File: config.mk
export PLATFORM = sky130hd
export DESIGN_NAME = pic_cascade_ack
export DESIGN_NICKNAME = d
export VERILOG_FILES = /design/src/rtl/pic_pkg.sv /design/src/rtl/pic_port_decode.sv /design/src/rtl/pic_unit.sv /design/src/rtl/pic_cascade_ack.sv
export SDC_FILE = /design/constraint.sdc
export NUM_CORES = 1
export LEC_CHECK = 0
export ABC_AREA = 1
export BUFFER_PORTS_ARGS = -buffer_cell sky130_fd_sc_hd__buf_2
export CORE_UTILIZATION = 32
export DETAILED_ROUTE_END_ITERATION = 10
export GPL_TIMING_DRIVEN = 0
export PLACE_DENSITY = 0.48
export SYNTH_ARGS = -nofsm -noshare
export SYNTH_HDL_FRONTEND = slang
export SYNTH_SLANG_ARGS = --single-unit
File: constraint.sdc
create_clock -name clk -period 5.96 [get_ports clk]
set_clock_uncertainty 0.05 [all_clocks]
set_input_delay 1.192 -clock clk [delete_from_list [all_inputs] [get_ports clk]]
set_output_delay 1.192 -clock clk [all_outputs]
set_load 0.02 [all_outputs]
File: src/rtl/pic_pkg.sv
package pic_pkg;

    localparam int PIC_W  = 8;
    localparam int IDX_W  = $clog2(PIC_W);
    localparam int RANK_W = IDX_W + 1;

    typedef enum logic [1:0] {
        CFG_READY,
        CFG_BASE,
        CFG_CASCADE,
        CFG_MODE
    } cfg_state_e;

    typedef enum logic [2:0] {
        TGT_NONE,
        TGT_M_CMD,
        TGT_M_DATA,
        TGT_S_CMD,
        TGT_S_DATA,
        TGT_M_TRIG,
        TGT_S_TRIG
    } bus_tgt_e;

    // Rank of the first set bit of m, counting from position off upward (mod PIC_W).
    // Returns PIC_W when m is empty.
    function automatic logic [RANK_W-1:0] rank_of(input logic [PIC_W-1:0] m,
                                                  input logic [IDX_W-1:0] off);
        logic [RANK_W-1:0] r;
        r = RANK_W'(PIC_W);
        for (int p = PIC_W - 1; p >= 0; p--) begin
            if (m[IDX_W'(p) + off]) r = RANK_W'(p);
        end
        return r;
    endfunction

endpackage

File: src/rtl/pic_port_decode.sv
module pic_port_decode
    import pic_pkg::*;
#(
    parameter int              ADDR_W    = 16,
    parameter int              LEN_W     = 3,
    parameter logic [ADDR_W-1:0] M_BASE    = 16'h0020,
    parameter logic [ADDR_W-1:0] S_BASE    = 16'h00A0,
    parameter logic [ADDR_W-1:0] TRIG_BASE = 16'h04D0
) (
    input  logic [ADDR_W-1:0] addr_i,
    input  logic [LEN_W-1:0]  len_i,
    output bus_tgt_e          tgt_o
);

    logic byte_ok;
    assign byte_ok = (len_i == LEN_W'(1));

    always_comb begin
        tgt_o = TGT_NONE;
        if (byte_ok) begin
            if (addr_i[ADDR_W-1:1] == M_BASE[ADDR_W-1:1])
                tgt_o = addr_i[0] ? TGT_M_DATA : TGT_M_CMD;
            else if (addr_i[ADDR_W-1:1] == S_BASE[ADDR_W-1:1])
                tgt_o = addr_i[0] ? TGT_S_DATA : TGT_S_CMD;
            else if (addr_i[ADDR_W-1:1] == TRIG_BASE[ADDR_W-1:1])
                tgt_o = addr_i[0] ? TGT_S_TRIG : TGT_M_TRIG;
        end
    end

endmodule

File: src/rtl/pic_unit.sv
module pic_unit
    import pic_pkg::*;
#(
    parameter logic [PIC_W-1:0] LVL_ALLOW = 8'hFF,
    parameter logic [PIC_W-1:0] NEST_MASK = 8'h00
) (
    input  logic             clk,
    input  logic             rst_n,
    input  logic [PIC_W-1:0] lines_i,
    input  logic [PIC_W-1:0] pulse_i,
    input  logic             cmd_we_i,
    input  logic             data_we_i,
    input  logic             trig_we_i,
    input  logic [7:0]       wdata_i,
    input  logic             ack_i,
    output logic             win_vld_o,
    output logic [IDX_W-1:0] win_line_o,
    output logic [PIC_W-1:0] irr_o,
    output logic [PIC_W-1:0] isr_o,
    output logic [PIC_W-1:0] imr_o,
    output logic [PIC_W-1:0] lvl_o,
    output logic             rsel_o,
    output logic [4:0]       base_o
);

    cfg_state_e state_q, state_n;
    logic [PIC_W-1:0] irr_q, irr_n, isr_q, isr_n, imr_q, imr_n;
    logic [PIC_W-1:0] lvl_q, lvl_n, last_q, last_n;
    logic [IDX_W-1:0] off_q, off_n;
    logic [4:0]       base_q, base_n;
    logic aeoi_q, aeoi_n, rot_q, rot_n, nest_q, nest_n;
    logic init4_q, init4_n, rsel_q, rsel_n;

    // resolver
    logic [RANK_W-1:0] req_rank, cur_rank, eoi_rank;
    logic [IDX_W-1:0]  eoi_line;
    logic [PIC_W-1:0]  ack_bit;

    assign req_rank   = rank_of(irr_q & ~imr_q, off_q);
    assign cur_rank   = rank_of(isr_q & ~(nest_q ? NEST_MASK : '0), off_q);
    assign win_vld_o  = (req_rank < cur_rank);
    assign win_line_o = req_rank[IDX_W-1:0] + off_q;
    assign eoi_rank   = rank_of(isr_q, off_q);
    assign eoi_line   = eoi_rank[IDX_W-1:0] + off_q;
    assign ack_bit    = PIC_W'(1) << win_line_o;

    logic       init_cmd, sel_cmd, ocw_cmd;
    logic [2:0] op;
    assign init_cmd = cmd_we_i && wdata_i[4];
    assign sel_cmd  = cmd_we_i && !wdata_i[4] && wdata_i[3];
    assign ocw_cmd  = cmd_we_i && !wdata_i[4] && !wdata_i[3];
    assign op       = wdata_i[7:5];

    // configuration FSM: state register
    always_ff @(posedge clk) begin
        if (!rst_n) state_q <= CFG_READY;
        else        state_q <= state_n;
    end

    always_comb begin
        state_n = state_q;
        if (init_cmd) begin
            state_n = CFG_BASE;
        end else if (data_we_i) begin
            unique case (state_q)
                CFG_READY:   state_n = CFG_READY;
                CFG_BASE:    state_n = CFG_CASCADE;
                CFG_CASCADE: state_n = init4_q ? CFG_MODE : CFG_READY;
                CFG_MODE:    state_n = CFG_READY;
            endcase
        end
    end

    // datapath next-state
    always_comb begin
        isr_n   = isr_q;
        imr_n   = imr_q;
        off_n   = off_q;
        base_n  = base_q;
        aeoi_n  = aeoi_q;
        rot_n   = rot_q;
        nest_n  = nest_q;
        init4_n = init4_q;
        rsel_n  = rsel_q;
        last_n  = lines_i;
        lvl_n   = trig_we_i ? (wdata_i & LVL_ALLOW) : lvl_q;
        irr_n   = (lvl_q & lines_i)
                | (~lvl_q & ((irr_q & ~(ack_i ? ack_bit : '0))
                             | (lines_i & ~last_q) | pulse_i));

        if (ack_i && !aeoi_q) isr_n = isr_q | ack_bit;
        if (ack_i && aeoi_q && rot_q) off_n = win_line_o + IDX_W'(1);

        if (init_cmd) begin
            irr_n   = '0;
            last_n  = '0;
            isr_n   = '0;
            imr_n   = '0;
            off_n   = '0;
            base_n  = '0;
            aeoi_n  = 1'b0;
            rot_n   = 1'b0;
            nest_n  = 1'b0;
            rsel_n  = 1'b0;
            init4_n = wdata_i[0];
        end else if (sel_cmd) begin
            if (wdata_i[1]) rsel_n = wdata_i[0];
        end else if (ocw_cmd) begin
            unique case (op)
                3'd0, 3'd4: rot_n = op[2];
                3'd1, 3'd5: begin
                    if (!eoi_rank[IDX_W]) begin
                        isr_n = isr_q & ~(PIC_W'(1) << eoi_line);
                        if (op[2]) off_n = eoi_line + IDX_W'(1);
                    end
                end
                3'd2: ;
                3'd3: isr_n = isr_q & ~(PIC_W'(1) << wdata_i[IDX_W-1:0]);
                3'd6: off_n = wdata_i[IDX_W-1:0] + IDX_W'(1);
                3'd7: begin
                    isr_n = isr_q & ~(PIC_W'(1) << wdata_i[IDX_W-1:0]);
                    off_n = wdata_i[IDX_W-1:0] + IDX_W'(1);
                end
            endcase
        end

        if (data_we_i) begin
            unique case (state_q)
                CFG_READY:   imr_n = wdata_i;
                CFG_BASE:    base_n = wdata_i[7:3];
                CFG_CASCADE: ;
                CFG_MODE: begin
                    nest_n = wdata_i[4];
                    aeoi_n = wdata_i[1];
                end
            endcase
        end
    end

    always_ff @(posedge clk) begin
        if (!rst_n) begin
            irr_q <= '0; isr_q <= '0; imr_q <= '0; lvl_q <= '0; last_q <= '0;
            off_q <= '0; base_q <= '0; aeoi_q <= 1'b0; rot_q <= 1'b0;
            nest_q <= 1'b0; init4_q <= 1'b0; rsel_q <= 1'b0;
        end else begin
            irr_q <= irr_n; isr_q <= isr_n; imr_q <= imr_n; lvl_q <= lvl_n;
            last_q <= last_n; off_q <= off_n; base_q <= base_n;
            aeoi_q <= aeoi_n; rot_q <= rot_n; nest_q <= nest_n;
            init4_q <= init4_n; rsel_q <= rsel_n;
        end
    end

    assign irr_o  = irr_q;
    assign isr_o  = isr_q;
    assign imr_o  = imr_q;
    assign lvl_o  = lvl_q;
    assign rsel_o = rsel_q;
    assign base_o = base_q;

    assert_ack_has_winner_R4: assert property (@(posedge clk) disable iff (!rst_n)
        ack_i |-> win_vld_o);
    assert_ack_sets_service_R4: assert property (@(posedge clk) disable iff (!rst_n)
        (ack_i && !aeoi_q) |=> isr_q[$past(win_line_o)]);
    assert_auto_end_keeps_service_R8: assert property (@(posedge clk) disable iff (!rst_n)
        (ack_i && aeoi_q) |=> (isr_q == $past(isr_q)));

endmodule

File: src/rtl/pic_cascade_ack.sv
module pic_cascade_ack
    import pic_pkg::*;
#(
    parameter int                ADDR_W     = 16,
    parameter int                LEN_W      = 3,
    parameter logic [ADDR_W-1:0] M_BASE     = 16'h0020,
    parameter logic [ADDR_W-1:0] S_BASE     = 16'h00A0,
    parameter logic [ADDR_W-1:0] TRIG_BASE  = 16'h04D0,
    parameter logic [PIC_W-1:0]  M_LVL_OK   = 8'hF8,
    parameter logic [PIC_W-1:0]  S_LVL_OK   = 8'hDE,
    parameter int                CASC_IDX   = 2
) (
    input  logic                clk,
    input  logic                rst_n,
    input  logic [2*PIC_W-1:0]  irq_lines_i,
    input  logic                bus_wr_i,
    input  logic                bus_rd_i,
    input  logic [ADDR_W-1:0]   bus_addr_i,
    input  logic [LEN_W-1:0]    bus_len_i,
    input  logic [7:0]          bus_wdata_i,
    output logic [7:0]          bus_rdata_o,
    input  logic                inta_i,
    output logic                int_o,
    output logic                vec_vld_o,
    output logic [7:0]          vec_o,
    output logic [IDX_W:0]      vec_line_o
);

    localparam logic [PIC_W-1:0] CASC_BIT = PIC_W'(1) << CASC_IDX;
    localparam logic [IDX_W-1:0] SPUR     = IDX_W'(PIC_W - 1);

    bus_tgt_e tgt;

    pic_port_decode #(
        .ADDR_W(ADDR_W), .LEN_W(LEN_W),
        .M_BASE(M_BASE), .S_BASE(S_BASE), .TRIG_BASE(TRIG_BASE)
    ) decode_i (
        .addr_i(bus_addr_i), .len_i(bus_len_i), .tgt_o(tgt)
    );

    logic             m_vld, s_vld, m_ack, s_ack, casc;
    logic [IDX_W-1:0] m_line, s_line;
    logic [PIC_W-1:0] m_irr, m_isr, m_imr, m_lvl, s_irr, s_isr, s_imr, s_lvl;
    logic             m_rsel, s_rsel;
    logic [4:0]       m_base, s_base;

    assign casc  = s_vld && !inta_i;
    assign m_ack = inta_i && m_vld;
    assign s_ack = m_ack && (m_line == IDX_W'(CASC_IDX)) && s_vld;

    pic_unit #(.LVL_ALLOW(M_LVL_OK), .NEST_MASK(CASC_BIT)) master_i (
        .clk(clk), .rst_n(rst_n),
        .lines_i(irq_lines_i[PIC_W-1:0] & ~CASC_BIT),
        .pulse_i(casc ? CASC_BIT : '0),
        .cmd_we_i(bus_wr_i && tgt == TGT_M_CMD),
        .data_we_i(bus_wr_i && tgt == TGT_M_DATA),
        .trig_we_i(bus_wr_i && tgt == TGT_M_TRIG),
        .wdata_i(bus_wdata_i), .ack_i(m_ack),
        .win_vld_o(m_vld), .win_line_o(m_line),
        .irr_o(m_irr), .isr_o(m_isr), .imr_o(m_imr), .lvl_o(m_lvl),
        .rsel_o(m_rsel), .base_o(m_base)
    );

    pic_unit #(.LVL_ALLOW(S_LVL_OK), .NEST_MASK('0)) slave_i (
        .clk(clk), .rst_n(rst_n),
        .lines_i(irq_lines_i[2*PIC_W-1:PIC_W]),
        .pulse_i('0),
        .cmd_we_i(bus_wr_i && tgt == TGT_S_CMD),
        .data_we_i(bus_wr_i && tgt == TGT_S_DATA),
        .trig_we_i(bus_wr_i && tgt == TGT_S_TRIG),
        .wdata_i(bus_wdata_i), .ack_i(s_ack),
        .win_vld_o(s_vld), .win_line_o(s_line),
        .irr_o(s_irr), .isr_o(s_isr), .imr_o(s_imr), .lvl_o(s_lvl),
        .rsel_o(s_rsel), .base_o(s_base)
    );

    // acknowledge result
    logic [7:0]     res_vec;
    logic [IDX_W:0] res_line;

    always_comb begin
        if (!m_vld) begin
            res_vec  = {m_base, SPUR};
            res_line = {1'b0, SPUR};
        end else if (m_line == IDX_W'(CASC_IDX)) begin
            res_vec  = {s_base, s_vld ? s_line : SPUR};
            res_line = {1'b1, s_vld ? s_line : SPUR};
        end else begin
            res_vec  = {m_base, m_line};
            res_line = {1'b0, m_line};
        end
    end

    always_ff @(posedge clk) begin
        if (!rst_n) begin
            vec_vld_o  <= 1'b0;
            vec_o      <= '0;
            vec_line_o <= '0;
        end else begin
            vec_vld_o <= inta_i;
            if (inta_i) begin
                vec_o      <= res_vec;
                vec_line_o <= res_line;
            end
        end
    end

    always_comb begin
        bus_rdata_o = '0;
        if (bus_rd_i) begin
            unique case (tgt)
                TGT_M_CMD:  bus_rdata_o = m_rsel ? m_isr : m_irr;
                TGT_M_DATA: bus_rdata_o = m_imr;
                TGT_S_CMD:  bus_rdata_o = s_rsel ? s_isr : s_irr;
                TGT_S_DATA: bus_rdata_o = s_imr;
                TGT_M_TRIG: bus_rdata_o = m_lvl;
                TGT_S_TRIG: bus_rdata_o = s_lvl;
                TGT_NONE:   bus_rdata_o = '0;
                default:    bus_rdata_o = '0;
            endcase
        end
    end

    assign int_o = m_vld;

    assert_no_ack_with_write_R4: assert property (@(posedge clk) disable iff (!rst_n)
        inta_i |-> !bus_wr_i);
    assert_spurious_primary_R6: assert property (@(posedge clk) disable iff (!rst_n)
        (inta_i && !m_vld) |=> (vec_vld_o && vec_line_o == {1'b0, SPUR}));
    assert_cascade_marks_line2_R5: assert property (@(posedge clk) disable iff (!rst_n)
        (s_vld && !inta_i && !(bus_wr_i && tgt == TGT_M_CMD && bus_wdata_i[4]))
        |=> m_irr[CASC_IDX]);

endmodule

# Yosys cells after proc, flatten, opt, wreduce, memory -nomap -nowiden
# Cells that the tools add are included.
[word_totals] regBits=117 in_bits=48 output_inout_bits=22 elab_cells=374
[classes] n_addsub=23 order_cmp=18 eq_ne=23 shifts=5 mux=191 bitwise=37 n_reduce_logical=46
[ops] op="$mux 4" n=42
[ops] op="$mux 8" n=21
[ops] op="$and 8x8->8" n=15
[ops] op="$bmux 1 s3" n=40
[ops] op="$not 8->8" n=12
[ops] op="$lt 3x4->1 const B" n=16
[ops] op="$mux 3" n=18
[ops] op="$mux 1" n=53
[ops] op="$or 8x8->8" n=6
[ops] op="$pmux 8 s6" n=1
[ops] op="$shl 1x3->8 const A" n=5
[ops] op="$pmux 8 s2" n=2
[ops] op="$mux 5" n=6
[ops] op="$add 3x3->3 const A" n=8
[ops] op="$logic_and 1x1->1" n=24
[ops] op="$eq 3x3->1 const B" n=7
[ops] op="$reduce_or 2->1" n=8
[ops] op="$add 3x1->3 const B" n=5
[ops] op="$eq 15x10->1 const B" n=1
[ops] op="$eq 15x5->1 const B" n=1
[ops] op="$eq 15x7->1 const B" n=1
[ops] op="$add 2x3->3 const A" n=4
[ops] op="$add 3x3->3" n=4
[ops] op="$eq 3x2->1 const B" n=4
[ops] op="other kinds (16)" n=39

# Logic depth before layout (Yosys ltp)
# Gate-level depths: netlist of run 1.
[logic_depth] word_depth=25 depth_mapped=30 ltp_nobuf=29

# Modules after synthesis
# A second synthesis of run 1 with hierarchy kept.
[hier_totals] cells_unflattened=1545 hier_area_um2=9551.7
[modules_own_cells] module="pic_unit at master_i" instances=1 cells_each=634 area_per_inst_um2=4032.6 seq_area_each_um2=1041.0
[modules_own_cells] module="pic_unit at slave_i" instances=1 cells_each=605 area_per_inst_um2=3982.6 seq_area_each_um2=1041.0
[modules_own_cells] module="pic_cascade_ack" instances=1 cells_each=254 area_per_inst_um2=1280.0 seq_area_each_um2=200.2
[modules_own_cells] module="pic_port_decode" instances=1 cells_each=52 area_per_inst_um2=256.5 seq_area_each_um2=0.0

# Worst setup path after synthesis of run 1
# Ideal clock, no wire load.
[synth_path] path_kind="input to output" from="input port bus_addr_i[14]" to="output port bus_rdata_o[0]" t_arrival_ps=3227 required_ps=4718 slack_ps=1491 path_stages=11 path_buffers=0 cell_sequence="or3_1 > inv_2 > nand4_2 > nor2_2 > nand3_2 > nor2_1 > inv_1 > o2111ai_1 > inv_1 > o31ai_1 > nor2_1"
[synth_via] elab_chain_len=8 word_cells_on_any_way=15 cone_classes="9 x eq/ne; 6 x mux"
[synth_rtl] element="start: declaration" line_no="pic_cascade_ack.sv:18" source="input logic [ADDR_W-1:0] bus_addr_i,"
[synth_rtl] element="$eq 15x10->1" line_no="pic_port_decode.sv:25" source="else if (addr_i[ADDR_W-1:1] == TRIG_BASE[ADDR_W-1:1])"
[synth_rtl] element="$mux 3" line_no="pic_port_decode.sv:25"
[synth_rtl] element="$mux 3" line_no="pic_port_decode.sv:23" source="else if (addr_i[ADDR_W-1:1] == S_BASE[ADDR_W-1:1])"
[synth_rtl] element="$mux 3 (*)" line_no="pic_port_decode.sv:21" source="if (addr_i[ADDR_W-1:1] == M_BASE[ADDR_W-1:1])"
[synth_rtl] element="$mux 3 (*)" line_no="pic_port_decode.sv:20" source="if (byte_ok) begin"
[synth_rtl] element="$eq 3x3->1, or another cell as far along" line_no="pic_cascade_ack.sv:111" source="unique case (tgt)"
[synth_rtl] element="$pmux 8 s6 (*)" line_no="pic_cascade_ack.sv:111"
[synth_rtl] element="$mux 8 (*)" line_no="pic_cascade_ack.sv:110" source="if (bus_rd_i) begin"
[synth_rtl] element="end: declaration" line_no="pic_cascade_ack.sv:21" source="output logic [7:0] bus_rdata_o,"
# Mark *: on every way between the ends. The rest lies on a longest branch, timed or not.

# Final worst setup path of run 1
[layout_path] from="input port bus_addr_i[14]" to="output port bus_rdata_o[5]"
# The elaborated chain is that of the path after synthesis.

==> results of run 1 <==
-- cells in the mapped netlist (all sizes together) (4+ instances only) --
master	number
a21oi	96
o22ai	4
or2	7
a31oi	11
xnor2	4
o21bai	6
inv	198
xor2	9
a221oi	7
clkbuf	19
o41ai	5
a211oi	17
nand3	113
nand2	296
nor2	117
ha	52
fa	4
o21ai	166
dfxtp	113
nand4	6
nor3	10
o31ai	5
buf	23
o211ai	11
-- sequential cells by signal, summed over array words and instances (netlist names), 3 cells and up --
register	count
master_i.base_o	5
master_i.last_q	7
master_i.imr_o	8
slave_i.last_q	8
master_i.off_q	3
slave_i.irr_o	8
slave_i.off_q	3
master_i.irr_o	8
slave_i.isr_o	8
slave_i.lvl_o	6
vec_o	8
master_i.isr_o	8
master_i.lvl_o	5
slave_i.base_o	5
slave_i.imr_o	8
-- cells in the final DEF (no fill, tap or decap), types with 6 or more instances in the layout --
| cell | count |
|---|---|
| nor2_2 | 6 |
| nor3_1 | 9 |
| o211ai_1 | 11 |
| inv_1 | 182 |
| buf_4 | 6 |
| clkbuf_16 | 17 |
| buf_2 | 74 |
| nor2_1 | 109 |
| a211oi_1 | 17 |
| ha_1 | 52 |
| nand2_2 | 8 |
| o21ai_0 | 112 |
| xor2_2 | 6 |
| clkbuf_1 | 19 |
| a31oi_1 | 11 |
| o21ai_1 | 52 |
| a221oi_1 | 7 |
| dfxtp_1 | 113 |
| a21oi_1 | 96 |
| nand2_1 | 287 |
| buf_6 | 7 |
| nand3_1 | 106 |
| o21bai_1 | 6 |
| inv_6 | 7 |
| inv_2 | 15 |
-- area by class of cell --
class | count | area (um^2) | share of cell area
buffer | 42 | 243 | 0.0245
clock buffer | 17 | 425 | 0.0429
clock inverter | 15 | 170 | 0.0172
inverter | 201 | 758 | 0.0765
multi-input combinational | 969 | 5300 | 0.535
sequential | 113 | 2260 | 0.228
tap | 335 | 419 | 0.0423
timing repair buffer | 66 | 330 | 0.0333
-- per-stage QoR --
stage	area, um^2	instances	hold WS [ps]
5_1_grt	9910	1758	431
6_report	9910	1758	411
2_1_floorplan	8560	1325	378
4_1_cts	9910	1758	415
3_3_place_gp	9310	1726	398
3_5_place_dp	9310	1726	405
-- logic make-up (layout without fill, tap and decap cells) --
logic type | count (synthesis) | count (layout) | synth area share
xor+xnor | 13 | 13 | 0.0216
compound gates | 342 | 342 | 0.225
fa+ha+maj | 56 | 56 | 0.0853
buf+inv | 243 | 341 | 0.117
mux | 1 | 1 | 0.00117
simple gates | 557 | 557 | 0.286
flops | 113 | 113 | 0.264
-- metal layers --
metal / routed length (um) / share of wire / up-vias / GRT usage
met5: 0 / 0 / - / 0
met4: 814 / 0.027 / 0 / 0.0851
met3: 1300 / 0.043 / 45 / 0.0300
met2: 13800 / 0.45 / 242 / 0.370
met1: 14500 / 0.48 / 4040 / 0.316
li1: - / - / 4554 / -
-- how the worst min path moves through the flow --
stage | from | end
final | vec_o[5] | vec_o[5]
after CTS | vec_o[7] | vec_o[7]
after global routing | vec_o[6] | vec_o[6]
after floorplan | master_i.init4_q | master_i.init4_q
after detailed placement | vec_o[7] | vec_o[7]
after global placement | slave_i.rot_q | slave_i.rot_q
-- worst max-delay path, stage by stage --
cell       delay, ps
buf_2             90
or3_1            400
inv_2             80
nand4_2           90
nor2_2           140
nand3_2          140
nor2_1           120
inv_1             80
o2111ai_1        180
inv_1            200
o31ai_1          850
nor2_1           230
buf_2            230
-- power breakdown --
| group | switching [uW] | internal [uW] | total, uW |
|---|---|---|---|
| logic | 441 | 206 | 647 |
| registers | 30.3 | 789 | 819 |
| clock network | 431 | 627 | 1060 |
| total | 903 | 1620 | 2520 |
==> metrics.cfg, run 1 <==
[synth]
yosys-top-cells-area = dfxtp_1, nand2_1, inv_1, ha_1, o21ai_0
synth_edf_count = 0
synth_seq_cells = 113
syn_area_per_cell_um2 = 6.46
synth_nets = 1429
yosys_most_used_dff = dfxtp_1
yosysUniqueCellTypes = 64
syn-cell-area_mm2 = 0.00856
ys_async_sr_fraction = 0
ys_seq_area_frac = 0.264
syn_inst = 1325
yosys.area.top_type = dfxtp_1
synth_top_area_share = 0.264
yosysWarnings = 0

[placement]
gp_congestion = 0.894
portBuffers = 66
place_hpwl_um = 25000
pre_cts_ws_ps = 760

[critical_path]
cp-startpoint = bus_addr_i[14]
r2r_end = slave_i.off_q[0]
r2r-start = master_i.off_q[0]
crit_type = input pin to output pin
reg2reg_slack_ps = 1140
cp-end-kind = output pin
endpoint = bus_rdata_o[5]
reg2reg_depth = 29
path_max_fanout = 8
cp-start-kind = input pin
cp.required_ps = 4720
cp.arrival_ps = 4030

[die]
start_util = 0.328
core-area_mm2 = 0.0261
io_pins = 70
die-area_mm2 = 0.0274
die_h_um = 166
die_x_um = 166
num_rows = 59

[clocking]
cts_tree = built
numClockSinks = 113
cts.reportedPaths.clkPinSlew_ps = 60
cts_max_level = 4
clk-insertion-delay-late_ps = 430
clockBufferDepth = 2
cts_made_buffers = 17
cts_setup_buffers = 0
cts_hold_buf = 0
post_cts_resize_count = 0
root_buffer = clkbuf_16

[pwr]
power.leakage_uw = 0.00460
powerDensity_mw_per_mm2 = 255
ir_worst_vdd_uv = 278
total_power_uw = 2520

[sta]
setup_violations = 0
fmax_mhz = 190
max_slew.worst_pin.slew_ps = 1280
drv_slew = 0
fin_crit_sh = 0.885
setup_ws_ps = 685
finalHoldViolCount = 0
fin_crit_ps = 5280
finalSetupTns_ps = 0
grt_setup_unrepaired = false
relSlewSlack = 0.138

[route]
drc = 2
wl_per_cell_um = 17.3
viasPerCell = 5.05
vias = 8881
drtAntennaViolNets = 0
routed_wl_um = 30500
dr.pass1.iters = 9
drtIter0Drc = 664

[status]
violations = DRC
status = finished with violations

[global_routing]
antenna_found_initial = 0
grt_max_degree = 17
grt_pass1_wl_um = 47500
grt_pass1_vias = 8351
grt-ovfl-total = 0
grtUsageTotal = 0.232

[final_layout]
nets = 1514
nFillCells = 2895
antennaDiodeCount = 0
final_util = 0.379
areaGrowthSynthToFinish_pct = 15.7
layout-drive-gt1-share = 0.126

[flow_run]
max_cap_violations = 0

[worst_hold_path]
hold_path.class = flop to flop
hold_depth = 2

(Power assumes the default switching activity.)
==> inputs of run 2 (changes only) <==
--- a/config.mk
+++ b/config.mk
@@ -7,10 +7,10 @@
 export LEC_CHECK = 0
 export ABC_AREA = 1
 export BUFFER_PORTS_ARGS = -buffer_cell sky130_fd_sc_hd__buf_2
-export CORE_UTILIZATION = 32
+export CORE_UTILIZATION = 40
 export DETAILED_ROUTE_END_ITERATION = 10
 export GPL_TIMING_DRIVEN = 0
-export PLACE_DENSITY = 0.48
+export PLACE_DENSITY = 0.57
 export SYNTH_ARGS = -nofsm -noshare
 export SYNTH_HDL_FRONTEND = slang
 export SYNTH_SLANG_ARGS = --single-unit
==> metrics.cfg, run 2 (same netlist as run 1, synthesis figures left out) <==
[status]
status = completed  ; was finished with violations

[sta]
drv_slew = 0  ; unchanged
relSlewSlack = 0.313  ; was 0.138
fin_crit_ps = 5210  ; was 5280 ps
max_slew.worst_pin.slew_ps = 1020  ; was 1280 ps
finalSetupTns_ps = 0  ; unchanged
finalHoldViolCount = 0  ; unchanged
setup_ws_ps = 752  ; was 685 ps
grt_setup_unrepaired = false  ; unchanged
fin_crit_sh = 0.874  ; was 0.885
setup_violations = 0  ; unchanged
fmax_mhz = 192  ; was 190 MHz

[critical_path]
reg2reg_depth = 23  ; was 29
cp_slowest_stage_delay_ps = 860  ; was 850 ps
r2r_end = slave_i.irr_o[3]  ; was slave_i.off_q[0]
path_max_fanout = 8  ; unchanged
r2r-start = slave_i.off_q[1]  ; was master_i.off_q[0]
crit_type = input pin to output pin  ; unchanged
worstPathCellList = buf_2 -> or3_1 -> inv_2 -> nand4_2 -> nor2_2 -> nand3_2 -> nor2_1 -> inv_1 -> o2111ai_1 -> inv_1 -> o31ai_1 -> nor2_1 -> buf_2  ; unchanged
cp-end-kind = output pin  ; unchanged
cp-start-kind = input pin  ; unchanged
cp_slowest_cell = o31ai_1  ; unchanged
cp.required_ps = 4720  ; about the same
reg2reg_slack_ps = 1250  ; was 1140 ps
cp.arrival_ps = 3970  ; was 4030 ps

[route]
routed_wl_um = 28300  ; was 30500 um
drtAntennaViolNets = 0  ; unchanged
drc = 0  ; was 2
drtIter0Drc = 670  ; was 664
dr.pass1.iters = 5  ; was 9
viasPerCell = 5.24  ; was 5.05
wl_per_cell_um = 16.7  ; was 17.3 um
vias = 8899  ; was 8881

[placement]
portBuffers = 66  ; unchanged
place_area_mm2 = 0.00924  ; was 0.00931 mm^2
gp_congestion = 0.926  ; was 0.894
pre_cts_ws_ps = 837  ; was 760 ps
place_hpwl_um = 23200  ; was 25000 um

[clocking]
cts.reportedPaths.clkPinSlew_ps = 60  ; about the same
cts_setup_buffers = 0  ; unchanged
numClockSinks = 113  ; unchanged
cts_max_level = 4  ; unchanged
cts_hold_buf = 0  ; unchanged
root_buffer = clkbuf_16  ; unchanged
clk-insertion-delay-late_ps = 420  ; was 430 ps
cts_tree = built  ; unchanged
clockBufferDepth = 2  ; unchanged
cts_made_buffers = 17  ; unchanged
post_cts_resize_count = 0  ; unchanged

[final_layout]
final_cell_mix = nand2_1, inv_1, dfxtp_1, o21ai_0, nor2_1  ; unchanged
multi_input_comb_area_mm2 = 0.00530  ; unchanged
antennaDiodeCount = 0  ; unchanged
fin_area_mm2 = 0.00984  ; was 0.00991 mm^2
nFillCells = 2225  ; was 2895
final_util = 0.468  ; was 0.379
register_area_mm2 = 0.00226  ; unchanged
mostFrequentLayoutCell = nand2_1  ; unchanged
nets = 1514  ; unchanged
layout-drive-gt1-share = 0.125  ; was 0.126
areaGrowthSynthToFinish_pct = 14.8  ; was 15.7%

[global_routing]
grt-ovfl-total = 0  ; unchanged
grt_max_degree = 17  ; unchanged
grt_pass1_wl_um = 44400  ; was 47500 um
grtUsageTotal = 0.266  ; was 0.232
antenna_found_initial = 0  ; unchanged
grt_pass1_vias = 8185  ; was 8351

[pwr]
power.leakage_uw = 0.00460  ; about the same
ir_worst_vdd_uv = 152  ; was 278 uV
powerDensity_mw_per_mm2 = 252  ; was 255 mW/mm^2

[die]
num_rows = 53  ; was 59
die-area_mm2 = 0.0220  ; was 0.0274 mm^2
die_h_um = 148  ; was 166 um
die_x_um = 148  ; was 166 um
core-area_mm2 = 0.0210  ; was 0.0261 mm^2
start_util = 0.407  ; was 0.328
io_pins = 70  ; unchanged

[worst_hold_path]
hold_path.class = flop to flop  ; unchanged
hold_path_startpoint = slave_i.base_o[4]  ; was vec_o[5]
hold_path_end = slave_i.base_o[4]  ; was vec_o[5]
hold_depth = 2  ; unchanged

[flow_run]
max_cap_violations = 0  ; unchanged

[run 2: per-stage QoR]
stage | hold WS [ps] | instances | power [uW]
6_report | 408 | 1697 | 2480
5_1_grt | 432 | 1697 | 2610
3_3_place_gp | 396 | 1666 | 1460
2_1_floorplan | 378 | 1325 | 1270
3_5_place_dp | 402 | 1666 | 1460
4_1_cts | 411 | 1697 | 2480
[run 2: worst max-delay path: cells and delay by family]
family                 cells  cell delay, ps
AOI/OAI and AO/OA          2            1040
and+or+nand+nor            6            1050
buffers and inverters      5             670
[run 2: worst max-delay path by stage]
stage | from | to | slack (ps)
6_report | bus_addr_i[14] | bus_rdata_o[2] | 750
5_1_grt | bus_addr_i[14] | bus_rdata_o[0] | 560
4_1_cts | bus_addr_i[14] | bus_rdata_o[1] | 840
3_5_place_dp | bus_addr_i[14] | bus_rdata_o[1] | 840
3_3_place_gp | bus_addr_i[14] | bus_rdata_o[0] | 850
2_1_floorplan | bus_addr_i[14] | bus_rdata_o[0] | 1490
[run 2: where the power goes]
group,total (uW),internal [uW],switching (uW)
clock,1020,648,376
combinational,637,205,431
sequential,818,790,28.1
total,2480,1640,836
[run 2: area by class of cell]
cell class | count | share of cell area
Tap cell | 275 | 0.0350
Multi-Input combinational cell | 969 | 0.539
Buffer | 42 | 0.0247
Clock buffer | 20 | 0.0474
Inverter | 201 | 0.0771
Clock inverter | 11 | 0.0132
Sequential cell | 113 | 0.230
Timing Repair Buffer | 66 | 0.0336
[run 2: layer usage]
| metal | vias up | GRT usage | wire, um |
|---|---|---|---|
| met5 | - | 0 | 0 |
| met1 | 3996 | 0.361 | 13200 |
| met3 | 53 | 0.0356 | 1650 |
| met2 | 295 | 0.432 | 12600 |
| met4 | 0 | 0.0871 | 775 |
| li1 | 4555 | - | - |
==> inputs of run 3 (changes only) <==
--- a/config.mk
+++ b/config.mk
@@ -7,10 +7,10 @@
 export LEC_CHECK = 0
 export ABC_AREA = 1
 export BUFFER_PORTS_ARGS = -buffer_cell sky130_fd_sc_hd__buf_2
-export CORE_UTILIZATION = 40
+export CORE_UTILIZATION = 66
 export DETAILED_ROUTE_END_ITERATION = 10
 export GPL_TIMING_DRIVEN = 0
-export PLACE_DENSITY = 0.57
+export PLACE_DENSITY = 0.87
 export SYNTH_ARGS = -nofsm -noshare
 export SYNTH_HDL_FRONTEND = slang
 export SYNTH_SLANG_ARGS = --single-unit
==> metrics.cfg, run 3 (same netlist as run 1, synthesis figures left out) <==
[flow_run]
max_cap_violations = 0  ; unchanged

[worst_hold_path]
hold_depth = 2  ; unchanged
hold_path.class = flop to flop  ; unchanged
hold_path_startpoint = slave_i.base_o[2]  ; was slave_i.base_o[4]
hold_path_end = slave_i.base_o[2]  ; was slave_i.base_o[4]

[critical_path]
cp.required_ps = 4720  ; about the same
path_max_fanout = 8  ; unchanged
cp-end-kind = output pin  ; unchanged
r2r_end = slave_i.irr_o[3]  ; unchanged
cp-startpoint = bus_addr_i[14]  ; unchanged
cp_slowest_stage_delay_ps = 830  ; was 860 ps
crit_type = input pin to output pin  ; unchanged
r2r-start = slave_i.off_q[1]  ; unchanged
cp-start-kind = input pin  ; unchanged
reg2reg_depth = 23  ; unchanged
reg2reg_slack_ps = 1230  ; was 1250 ps
cp.arrival_ps = 3980  ; was 3970 ps
cp_slowest_cell = o31ai_1  ; unchanged
worstPathCellList = buf_2 -> or3_1 -> inv_2 -> nand4_2 -> nor2_2 -> nand3_2 -> nor2_1 -> inv_1 -> o2111ai_1 -> inv_1 -> o31ai_1 -> nor2_1 -> buf_2  ; unchanged

[placement]
gp_congestion = 0.981  ; was 0.926
dp.cells = 1563  ; was 1666
place_hpwl_um = 21100  ; was 23200 um
portBuffers = 66  ; unchanged

[route]
viasPerCell = 5.85  ; was 5.24
drc = 0  ; unchanged
vias = 9329  ; was 8899
routed_wl_um = 27000  ; was 28300 um
dr.pass1.iters = 7  ; was 5
drtAntennaViolNets = 0  ; unchanged
wl_per_cell_um = 16.9  ; was 16.7 um
drtIter0Drc = 917  ; was 670

[clocking]
cts_max_level = 4  ; unchanged
cts.reportedPaths.clkPinSlew_ps = 60  ; about the same
root_buffer = clkbuf_16  ; unchanged
cts_hold_buf = 0  ; unchanged
cts_tree = built  ; unchanged
post_cts_resize_count = 0  ; unchanged
cts_made_buffers = 17  ; unchanged
cts_setup_buffers = 0  ; unchanged
numClockSinks = 113  ; unchanged
clk-insertion-delay-late_ps = 420  ; about the same
clockBufferDepth = 2  ; unchanged

[pwr]
powerDensity_mw_per_mm2 = 254  ; was 252 mW/mm^2
power.leakage_uw = 0.00460  ; about the same
ir_worst_vdd_uv = 205  ; was 152 uV

[global_routing]
grt-ovfl-total = 0  ; unchanged
grt_pass1_vias = 8226  ; was 8185
grtUsageTotal = 0.407  ; was 0.266
antenna_found_initial = 0  ; unchanged
grt_pass1_wl_um = 41200  ; was 44400 um
grt_max_degree = 17  ; unchanged

[die]
num_rows = 41  ; was 53
core-area_mm2 = 0.0126  ; was 0.0210 mm^2
die_h_um = 116  ; was 148 um
io_pins = 70  ; unchanged
die_x_um = 116  ; was 148 um
start_util = 0.679  ; was 0.407
die-area_mm2 = 0.0134  ; was 0.0220 mm^2

[final_layout]
nets = 1514  ; unchanged
final_util = 0.768  ; was 0.468
instances_no_fill = 1595  ; was 1697
layout-drive-gt1-share = 0.126  ; was 0.125
final_cell_mix = nand2_1, inv_1, dfxtp_1, o21ai_0, nor2_1  ; unchanged
nFillCells = 1046  ; was 2225
mostFrequentLayoutCell = nand2_1  ; unchanged
areaGrowthSynthToFinish_pct = 13.2  ; was 14.8%
antennaDiodeCount = 0  ; unchanged

[sta]
fin_crit_sh = 0.877  ; was 0.874
relSlewSlack = 0.214  ; was 0.313
max_slew.worst_pin.slew_ps = 1170  ; was 1020 ps
fin_crit_ps = 5230  ; was 5210 ps
grt_setup_unrepaired = false  ; unchanged
fmax_mhz = 191  ; was 192 MHz
finalSetupTns_ps = 0  ; unchanged
setup_violations = 0  ; unchanged
finalHoldViolCount = 0  ; unchanged
drv_slew = 0  ; unchanged

[status]
status = completed  ; unchanged

## run 3: cell count changes in the layout (fill, tap and decap cells not counted)
cell,previous run,this run
inv_6,2,7
clkbuf_8,3,1
clkinvlp_4,4,2
bufinv_16,2,1
clkinv_2,2,1
clkinv_4,2,3
inv_8,0,1
## run 3: worst max path at each step
stage                      to  slack [ps]
3_5_place_dp   bus_rdata_o[0]         810
4_1_cts        bus_rdata_o[0]         810
3_3_place_gp   bus_rdata_o[0]         910
6_report       bus_rdata_o[0]         730
2_1_floorplan  bus_rdata_o[0]        1490
5_1_grt        bus_rdata_o[0]         460
## run 3: layout make-up
| class | instances | area [um^2] | share of cell area |
|---|---|---|---|
| Multi-Input combinational cell | 969 | 5300 | 0.547 |
| Sequential cell | 113 | 2260 | 0.233 |
| Inverter | 201 | 758 | 0.0782 |
| Clock buffer | 18 | 439 | 0.0453 |
| Timing Repair Buffer | 66 | 330 | 0.0341 |
| Buffer | 42 | 243 | 0.0250 |
| Tap cell | 172 | 215 | 0.0222 |
| Clock inverter | 14 | 144 | 0.0148 |
## run 3: power by group
group	total, uW	internal [uW]	switching, uW
logic	642	206	436
registers	819	789	29.5
clock network	1000	597	405
## run 3: per-stage QoR
step	total power [uW]	hold WS [ps]	cell area [um^2]	setup WS (ps)
floorplan	1270	378	8560	1490
finish	2460	411	9690	734
detailed placement	1450	401	9110	810
CTS	2450	412	9690	808
global placement	1440	395	9110	909
global route	2570	438	9690	458
## run 3: layer usage
layer / GRT usage / routed length (um) / vias to the layer above / part of all wire
met2: 0.659 / 12100 / 500 / 0.45
met3: 0.0805 / 2560 / 99 / 0.095
met1: 0.523 / 11200 / 4180 / 0.41
li1: - / - / 4550 / -
met4: 0.187 / 1130 / 0 / 0.042
met5: 0 / 0 / - / 0
## run 3: worst max-delay path, delay by kind of cell
kind,cells,cell delay (ps)
AND/OR/NAND/NOR,6,1080
AO/OA/AOI/OAI,2,1020
buffers and inverters,5,680
